## src/rtl/tc_pkg.sv

```systemverilog
package tc_pkg;

  localparam int CORR_W    = 64;
  localparam int FRAC_BITS = 16;
  localparam int TYPE_W    = 4;

  typedef enum logic [TYPE_W-1:0] {
    MSG_SYNC      = 4'd0,
    MSG_DELAY_REQ = 4'd1,
    MSG_FOLLOW_UP = 4'd8,
    MSG_DELAY_RSP = 4'd9
  } msg_code_e;

  // True for message types whose correction receives the residence time.
  function automatic logic is_event_code(input logic [TYPE_W-1:0] code);
    return (code == MSG_SYNC) || (code == MSG_DELAY_REQ);
  endfunction

  // Nanoseconds (already zero-extended) to scaled correction units.
  function automatic logic [CORR_W-1:0] ns_to_corr(input logic [CORR_W-1:0] ns);
    return ns << FRAC_BITS;
  endfunction

endpackage

```

## src/rtl/tc_msg_classifier.sv

```systemverilog
module tc_msg_classifier
  import tc_pkg::*;
(
  input  logic [TYPE_W-1:0] msg_type,
  output logic              is_event
);
  always_comb is_event = is_event_code(msg_type);
endmodule

```

## src/rtl/tc_residence_stage.sv

```systemverilog
module tc_residence_stage
  import tc_pkg::*;
#(
  parameter int TS_W = 48
) (
  input  logic              clk,
  input  logic              rst_n,
  input  logic              in_valid,
  input  logic              in_is_event,
  input  logic [TS_W-1:0]   in_ingress_ts,
  input  logic [TS_W-1:0]   in_egress_ts,
  input  logic [CORR_W-1:0] in_corr,
  output logic              s1_valid,
  output logic              s1_is_event,
  output logic              s1_neg,
  output logic [TS_W-1:0]   s1_res_ns,
  output logic [CORR_W-1:0] s1_corr
);
  localparam int DIFF_W = TS_W + 1;

  logic [DIFF_W-1:0] diff;
  always_comb diff = {1'b0, in_egress_ts} - {1'b0, in_ingress_ts};

  always_ff @(posedge clk) begin
    if (!rst_n) begin
      s1_valid    <= 1'b0;
      s1_is_event <= 1'b0;
      s1_neg      <= 1'b0;
      s1_res_ns   <= '0;
      s1_corr     <= '0;
    end else begin
      s1_valid <= in_valid;
      if (in_valid) begin
        s1_is_event <= in_is_event;
        s1_neg      <= diff[DIFF_W-1];
        s1_res_ns   <= diff[TS_W-1:0];
        s1_corr     <= in_corr;
      end
    end
  end
endmodule

```

## src/rtl/tc_corr_update.sv

```systemverilog
module tc_corr_update
  import tc_pkg::*;
#(
  parameter int TS_W = 48
) (
  input  logic              clk,
  input  logic              rst_n,
  input  logic              s1_valid,
  input  logic              s1_is_event,
  input  logic              s1_neg,
  input  logic [TS_W-1:0]   s1_res_ns,
  input  logic [CORR_W-1:0] s1_corr,
  output logic              out_valid,
  output logic [CORR_W-1:0] out_corr,
  output logic              out_updated,
  output logic              out_neg_err
);
  localparam int PAD_W = CORR_W - TS_W;

  logic              apply;
  logic [CORR_W-1:0] res_scaled;
  logic [CORR_W-1:0] sum;

  always_comb begin
    apply      = s1_is_event && !s1_neg;
    res_scaled = ns_to_corr({{PAD_W{1'b0}}, s1_res_ns});
    sum        = s1_corr + res_scaled;
  end

  always_ff @(posedge clk) begin
    if (!rst_n) begin
      out_valid   <= 1'b0;
      out_corr    <= '0;
      out_updated <= 1'b0;
      out_neg_err <= 1'b0;
    end else begin
      out_valid <= s1_valid;
      if (s1_valid) begin
        out_corr    <= apply ? sum : s1_corr;
        out_updated <= apply;
        out_neg_err <= s1_is_event && s1_neg;
      end else begin
        out_updated <= 1'b0;
        out_neg_err <= 1'b0;
      end
    end
  end
endmodule

```

## src/rtl/tc_residence_corrector.sv

```systemverilog
module tc_residence_corrector
  import tc_pkg::*;
#(
  parameter int TS_W = 48
) (
  input  logic              clk,
  input  logic              rst_n,
  input  logic              in_valid,
  input  logic [3:0]        in_msg_type,
  input  logic [TS_W-1:0]   in_ingress_ts,
  input  logic [TS_W-1:0]   in_egress_ts,
  input  logic [63:0]       in_corr,
  output logic              out_valid,
  output logic [63:0]       out_corr,
  output logic              out_updated,
  output logic              out_neg_err
);
  logic              in_is_event;
  logic              s1_valid;
  logic              s1_is_event;
  logic              s1_neg;
  logic [TS_W-1:0]   s1_res_ns;
  logic [CORR_W-1:0] s1_corr;

  tc_msg_classifier u_class (
    .msg_type (in_msg_type),
    .is_event (in_is_event)
  );

  tc_residence_stage #(.TS_W(TS_W)) u_stage (
    .clk           (clk),
    .rst_n         (rst_n),
    .in_valid      (in_valid),
    .in_is_event   (in_is_event),
    .in_ingress_ts (in_ingress_ts),
    .in_egress_ts  (in_egress_ts),
    .in_corr       (in_corr),
    .s1_valid      (s1_valid),
    .s1_is_event   (s1_is_event),
    .s1_neg        (s1_neg),
    .s1_res_ns     (s1_res_ns),
    .s1_corr       (s1_corr)
  );

  tc_corr_update #(.TS_W(TS_W)) u_update (
    .clk         (clk),
    .rst_n       (rst_n),
    .s1_valid    (s1_valid),
    .s1_is_event (s1_is_event),
    .s1_neg      (s1_neg),
    .s1_res_ns   (s1_res_ns),
    .s1_corr     (s1_corr),
    .out_valid   (out_valid),
    .out_corr    (out_corr),
    .out_updated (out_updated),
    .out_neg_err (out_neg_err)
  );
endmodule

```

## config.mk

```make
export PLATFORM = sky130hd
export DESIGN_NAME = tc_residence_corrector
export DESIGN_NICKNAME = d
export VERILOG_FILES = /design/src/rtl/tc_pkg.sv /design/src/rtl/tc_msg_classifier.sv /design/src/rtl/tc_residence_stage.sv /design/src/rtl/tc_corr_update.sv /design/src/rtl/tc_residence_corrector.sv
export SDC_FILE = /design/constraint.sdc
export NUM_CORES = 1
export LEC_CHECK = 0
export BUFFER_PORTS_ARGS = -buffer_cell sky130_fd_sc_hd__buf_2
export CAP_MARGIN = 5
export CORE_UTILIZATION = 62
export DETAILED_ROUTE_END_ITERATION = 10
export PLACE_DENSITY_LB_ADDON = 0.12
export RECOVER_POWER = 25
export SLEW_MARGIN = 30
export SYNTH_ARGS = -nofsm -noshare
export SYNTH_HDL_FRONTEND = slang
export SYNTH_SLANG_ARGS = --single-unit
```

## constraint.sdc

```tcl
create_clock -name clk -period 5.4 [get_ports clk]
set_input_delay 1.08 -clock clk [delete_from_list [all_inputs] [get_ports clk]]
set_output_delay 1.08 -clock clk [all_outputs]
set_load 0.01 [all_outputs]
```

# Yosys cells after proc, flatten, opt, wreduce, memory -nomap -nowiden
# Index checks and enable logic that the tools add are counted.
word_totals:
  regBits: 182
  input_bits: 167
  out_inout_bits: 67
  word_cells: 19
op_classes:
  n_addsub: 2
  eq_ne: 1
  muxes: 1
  reduce_logical: 6
ops:
  columns: ["op", "count"]
  rows:
  - ["64-bit adder", 1]
  - ["64-bit two-way mux", 1]
  - ["48-bit by 48-bit subtractor with 49-bit output", 1]
  - ["4-bit by 1-bit == test with 1-bit output (second input constant)", 1]
  - ["4-bit logical NOT", 1]
  - ["1-bit logical AND", 2]
  - ["2-bit AND reduction", 1]
  - ["1-bit logical NOT", 1]
  - ["1-bit logical OR", 1]

# Longest topological paths before layout
depth:
  ltp_word: 3
  depth_mapped: 12
  mapped_depth_nobuf: 12

# Cells and area by module
# From an unflattened synthesis, not the netlist that was laid out.
hier_totals:
  hier_cells: 1585
  hier_area_um2: 12607.1
by_module_without_submodules:
  columns: ["mod", "n_inst", "cells_each", "area_per_inst_um2", "seq_area_each_um2"]
  rows:
  - ["tc_residence_stage", 1, 830, 6995.5, 2302.2]
  - ["tc_corr_update", 1, 754, 5601.6, 1341.3]
  - ["tc_msg_classifier", 1, 1, 10.0, 0.0]

# Worst setup path after synthesis
# No wires, ideal clock.
synth_path:
  kind: "input to register"
  from: "input port in_egress_ts[0]"
  to: "register u_stage.s1_res_ns[32]"
  setup_time_ns: 0.126
  arrival_ns: 3.375
  t_required_ns: 5.274
  setup_slack_ns: 1.899
  stages: 12
  path_buffers: 0
  path_cell_list: "inv_1 ha_1 fa_1 and2b_1 o31a_2 o22ai_2 or4b_1 a31oi_1 nor2_1 o31ai_2 xnor2_1 o21ai_1"
synth_between:
  elab_chain_cells: 1
synth_lines:
  columns: ["element", "line_no", "source"]
  rows:
  - ["from (decl)", "tc_residence_corrector.sv:11", "input logic [TS_W-1:0] in_egress_ts,"]
  - ["48-bit by 48-bit subtractor with 49-bit output", "tc_residence_stage.sv:22", "always_comb diff = {1'b0, in_egress_ts} - {1'b0, in_ingress_ts};"]
  - ["to (signal assigned)", "tc_residence_stage.sv:36", "s1_res_ns <= diff[TS_W-1:0];"]
  - ["to (decl)", "tc_residence_stage.sv:16", "output logic [TS_W-1:0] s1_res_ns,"]
# No other way between the ends.
# A chain may end at the register's enable or synchronous reset.

==> impl_metrics.toml <==
[cts]
cts_root_buffer = "clkbuf_16"
holdBufCountCts = 0
postCtsSetupBuffers = 0
clock_sinks = 182
post_cts_resized = 0
cts_buffers = 17
clk_pin_slew_worst_paths_ns = 0.07
cts_buffer_depth = 2
h-tree-depth = 4
cts_tree = "yes"
insertion_delay_ns = 0.44

[route]
antenna_left = 0
route.detailed.drc = 1
vias_per_cell = 5.86
wl_microns = 34000
drtPass1Iterations = 9
dr_total_vias = 12000
routedWlPerCell_microns = 16.6
drt_iter0_drc = 633

[power_and_ir_drop]
p_clk_share_pct = 33.5
pwr_density_cell_mw_per_mm2 = 258
p_leak_nw = 6.68
ir_worst_vdd_mv = 0.184
intPower_mw = 2.52
pwr-share-seq_pct = 40.8
pwr-share-comb_pct = 25.7
p_sw_mw = 1.23
power.total_mw = 3.74
swShare_pct = 32.8

[sta]
min_period_ns = 4.14
clock_skew_ns = 0.0178
fin_crit_sh_pct = 76.7
setup_ws_ns = 1.26
drv_slew = 126
rsz0062_at_grt = "false"
tightest_slew_ns = 3.53
hold_viol = 0
fmax_mhz = 241
final-setup-viol-count = 0
setup-tns-final_ns = 0
max-slew-margin-rel_pct = -135

[global_routing]
grt.overflow.total = 0
grt_max_degree = 113
grt_usage_pct = 31.7
grt_pass1_wl_microns = 54500
antenna_found_initial = 1
grt_pass1_vias = 10800

[placed_design]
hpwlAfterDp_microns = 26200
portBuffers = 232
gp_congestion = 0.942
pre_cts_slack_ns = 1.34
placed_area_sq_mm = 0.0140

[worst_setup_path]
startpoint_type = "primary input"
path_class = "primary input to flop"
worstPathArrival_ns = 4.47
slowest_delay_ns = 2.48
cp_max_fo = 57
path_cells = "buf_4 -> clkbuf_1 -> nand2b_1 -> a311o_1 -> o211a_1"
crit_slowest_cell = "clkbuf_1"
end_kind = "flop"
required_ns = 5.73

[logic_synthesis]
synth_xor_area_share_pct = 4.45
yosysWarningCount = 0
ys_ff_latch = 182
synth_compound_area_share_pct = 23.5
synthCells = 1597
synth-simple-area-share_pct = 20.0
ys_types = 77
synth-edff-count = 0
ys.flop_type = "dfxtp_1"
synth_top_family_by_area = "compound AO/OA/AOI/OAI gates"
ys_seq_area_share_pct = 28.5
syn_area_sq_mm = 0.0128
synthAdderAreaFrac_pct = 9.61
muxShareOfSynthArea_pct = 8.62
synth_fp_nets = 1861
async_flop_share_pct = 0
postSynthAreaPerCell_sq_um = 8.00

[floorplan]
initial_core_util_pct = 63.2
die_h_microns = 146
design.die.area_sq_mm = 0.0212
coreArea_sq_mm = 0.0202
die_w_microns = 146
rows = 52
pin_count = 234

[layout]
fin_nets = 2026
area_growth_pct = 13.6
drive_gt1_share_pct = 13.7
fin_area_sq_mm = 0.0145
nFillCells = 1705

[outcome]
outcome = "finished with violations"
violations = "DRC, capacitance limit, slew limit"

[flow_run]
drv_cap = 2

[hold_path]
hp-class = "flop to flop"
[cells in the mapped netlist, types with 3 or more instances]
library cell  number  share of area [%]
inv_1             83                2.4
o211a_1           15                1.2
and2_1             8               0.39
nor4_1             7               0.34
o221ai_1           3               0.21
buf_1              8               0.23
a22oi_1            3               0.18
ha_1              95                9.3
xor2_1            30                2.1
a21boi_0           7               0.41
clkbuf_1          80                2.3
or2_2              4               0.20
nand3b_1          10               0.59
a21o_1            53                3.1
nor2_1            90                2.6
xnor2_1           35                2.4
a211oi_1           9               0.53
and3_1             5               0.24
o22ai_1            3               0.15
nand2b_1          10               0.49
o21a_1            15               0.88
nand3_1           43                1.7
o21bai_1          18                1.1
o21ai_0           85                3.3
a31o_2             3               0.21
o311ai_0           5               0.34
o2111ai_1          7               0.48
a211o_1            4               0.27
o31ai_1            6               0.35
nand2_1          142                4.2
o31a_1             3               0.21
a31oi_1           25                1.2
a41oi_1            4               0.27
o21ai_1            4               0.16
nor2b_1          121                5.9
or3_1             10               0.49
dfxtp_1          182                 29
a21oi_1          133                5.2
nand4_1           24                1.2
mux2i_1          109                8.5
o211ai_1          25                1.5
nor3_1            24               0.94
[state kept, by name, summed over array words and instances (netlist names)]
name                  flops
u_update.out_neg_err      1
u_update.out_updated      1
u_stage.s1_res_ns        48
u_stage.s1_neg            1
u_stage.s1_corr          64
u_update.out_valid        1
u_update.out_corr        64
u_stage.s1_valid          1
u_stage.s1_is_event       1
[cell usage in the layout, fill, tap and decap left out, types with 30 or more instances in the layout]
master / n
buf_2: 181
mux2i_1: 109
clkbuf_1: 51
xor2_1: 30
o21ai_0: 85
a21oi_1: 133
nand2_1: 142
nand3_1: 43
xnor2_1: 35
inv_1: 83
dfxtp_1: 181
ha_1: 95
nor2_1: 90
a21o_1: 53
nor2b_1: 121
[kinds of logic after synthesis]
logic type | count (synthesis)
AO/OA/AOI/OAI | 457
adder cells (fa/ha/maj) | 97
buffers and inverters | 176
flip-flops | 182
multiplexers | 110
AND/OR/NAND/NOR | 510
XOR/XNOR | 65
[layout make-up]
type                    count  area (sq um)  share of cell area, %
multi-input cells        1239          8460                   58.3
flip-flops and latches    182          3650                   25.1
well taps                 270           338                   2.33
diodes                      1          2.50                 0.0172
clock buffers              18           439                   3.03
repair buffers            239          1150                   7.92
clock inverters            14           161                   1.11
inverters                  83           312                   2.15
[per-stage QoR]
stage	hold slack [ns]	cells	util, %
after floorplan	0.430	1597	-
after global placement	0.458	2013	69.1
after detailed placement	0.471	2013	69.1
after CTS	0.483	2045	72.1
after global routing	0.494	2046	71.7
final	0.485	2046	71.7
[per-layer routing]
metal	track usage (%)	part of all wire (%)	up-vias
li1	-	-	6047
met5	0	0	-
met1	47.6	50	5491
met4	8.32	1.5	0
met3	3.76	6.3	37
met2	47.8	42	408
[final timing paths]
path / start / to / slack [ns] / cells after the start
hold / removal: u_update.out_corr[43] / u_update.out_corr[43] / 0.49 / 1
setup / recovery: in_valid / u_stage.s1_res_ns[46] / 1.26 / 5
hold reg to reg: u_update.out_corr[43] / u_update.out_corr[43] / 0.49 / 1
setup reg to reg: u_stage.s1_corr[16] / u_update.out_corr[58] / 2.17 / 12
[critical path, delay by kind of cell]
family                 cells  cell delay, ns
buffers and inverters      2            2.64
AOI/OAI and AO/OA          2            0.55
and+or+nand+nor            1            0.19
[power groups by stage]
stage / registers, mW / logic (mW) / clock network (mW)
detailed placement: 1.55 / 0.944 / 0
global route: 1.53 / 1.07 / 1.33
floorplan: 1.52 / 0.700 / 0
finish: 1.53 / 0.961 / 1.26
global placement: 1.55 / 0.928 / 0
CTS: 1.52 / 0.951 / 1.27
Note: power is estimated with default switching activity, not from simulation.
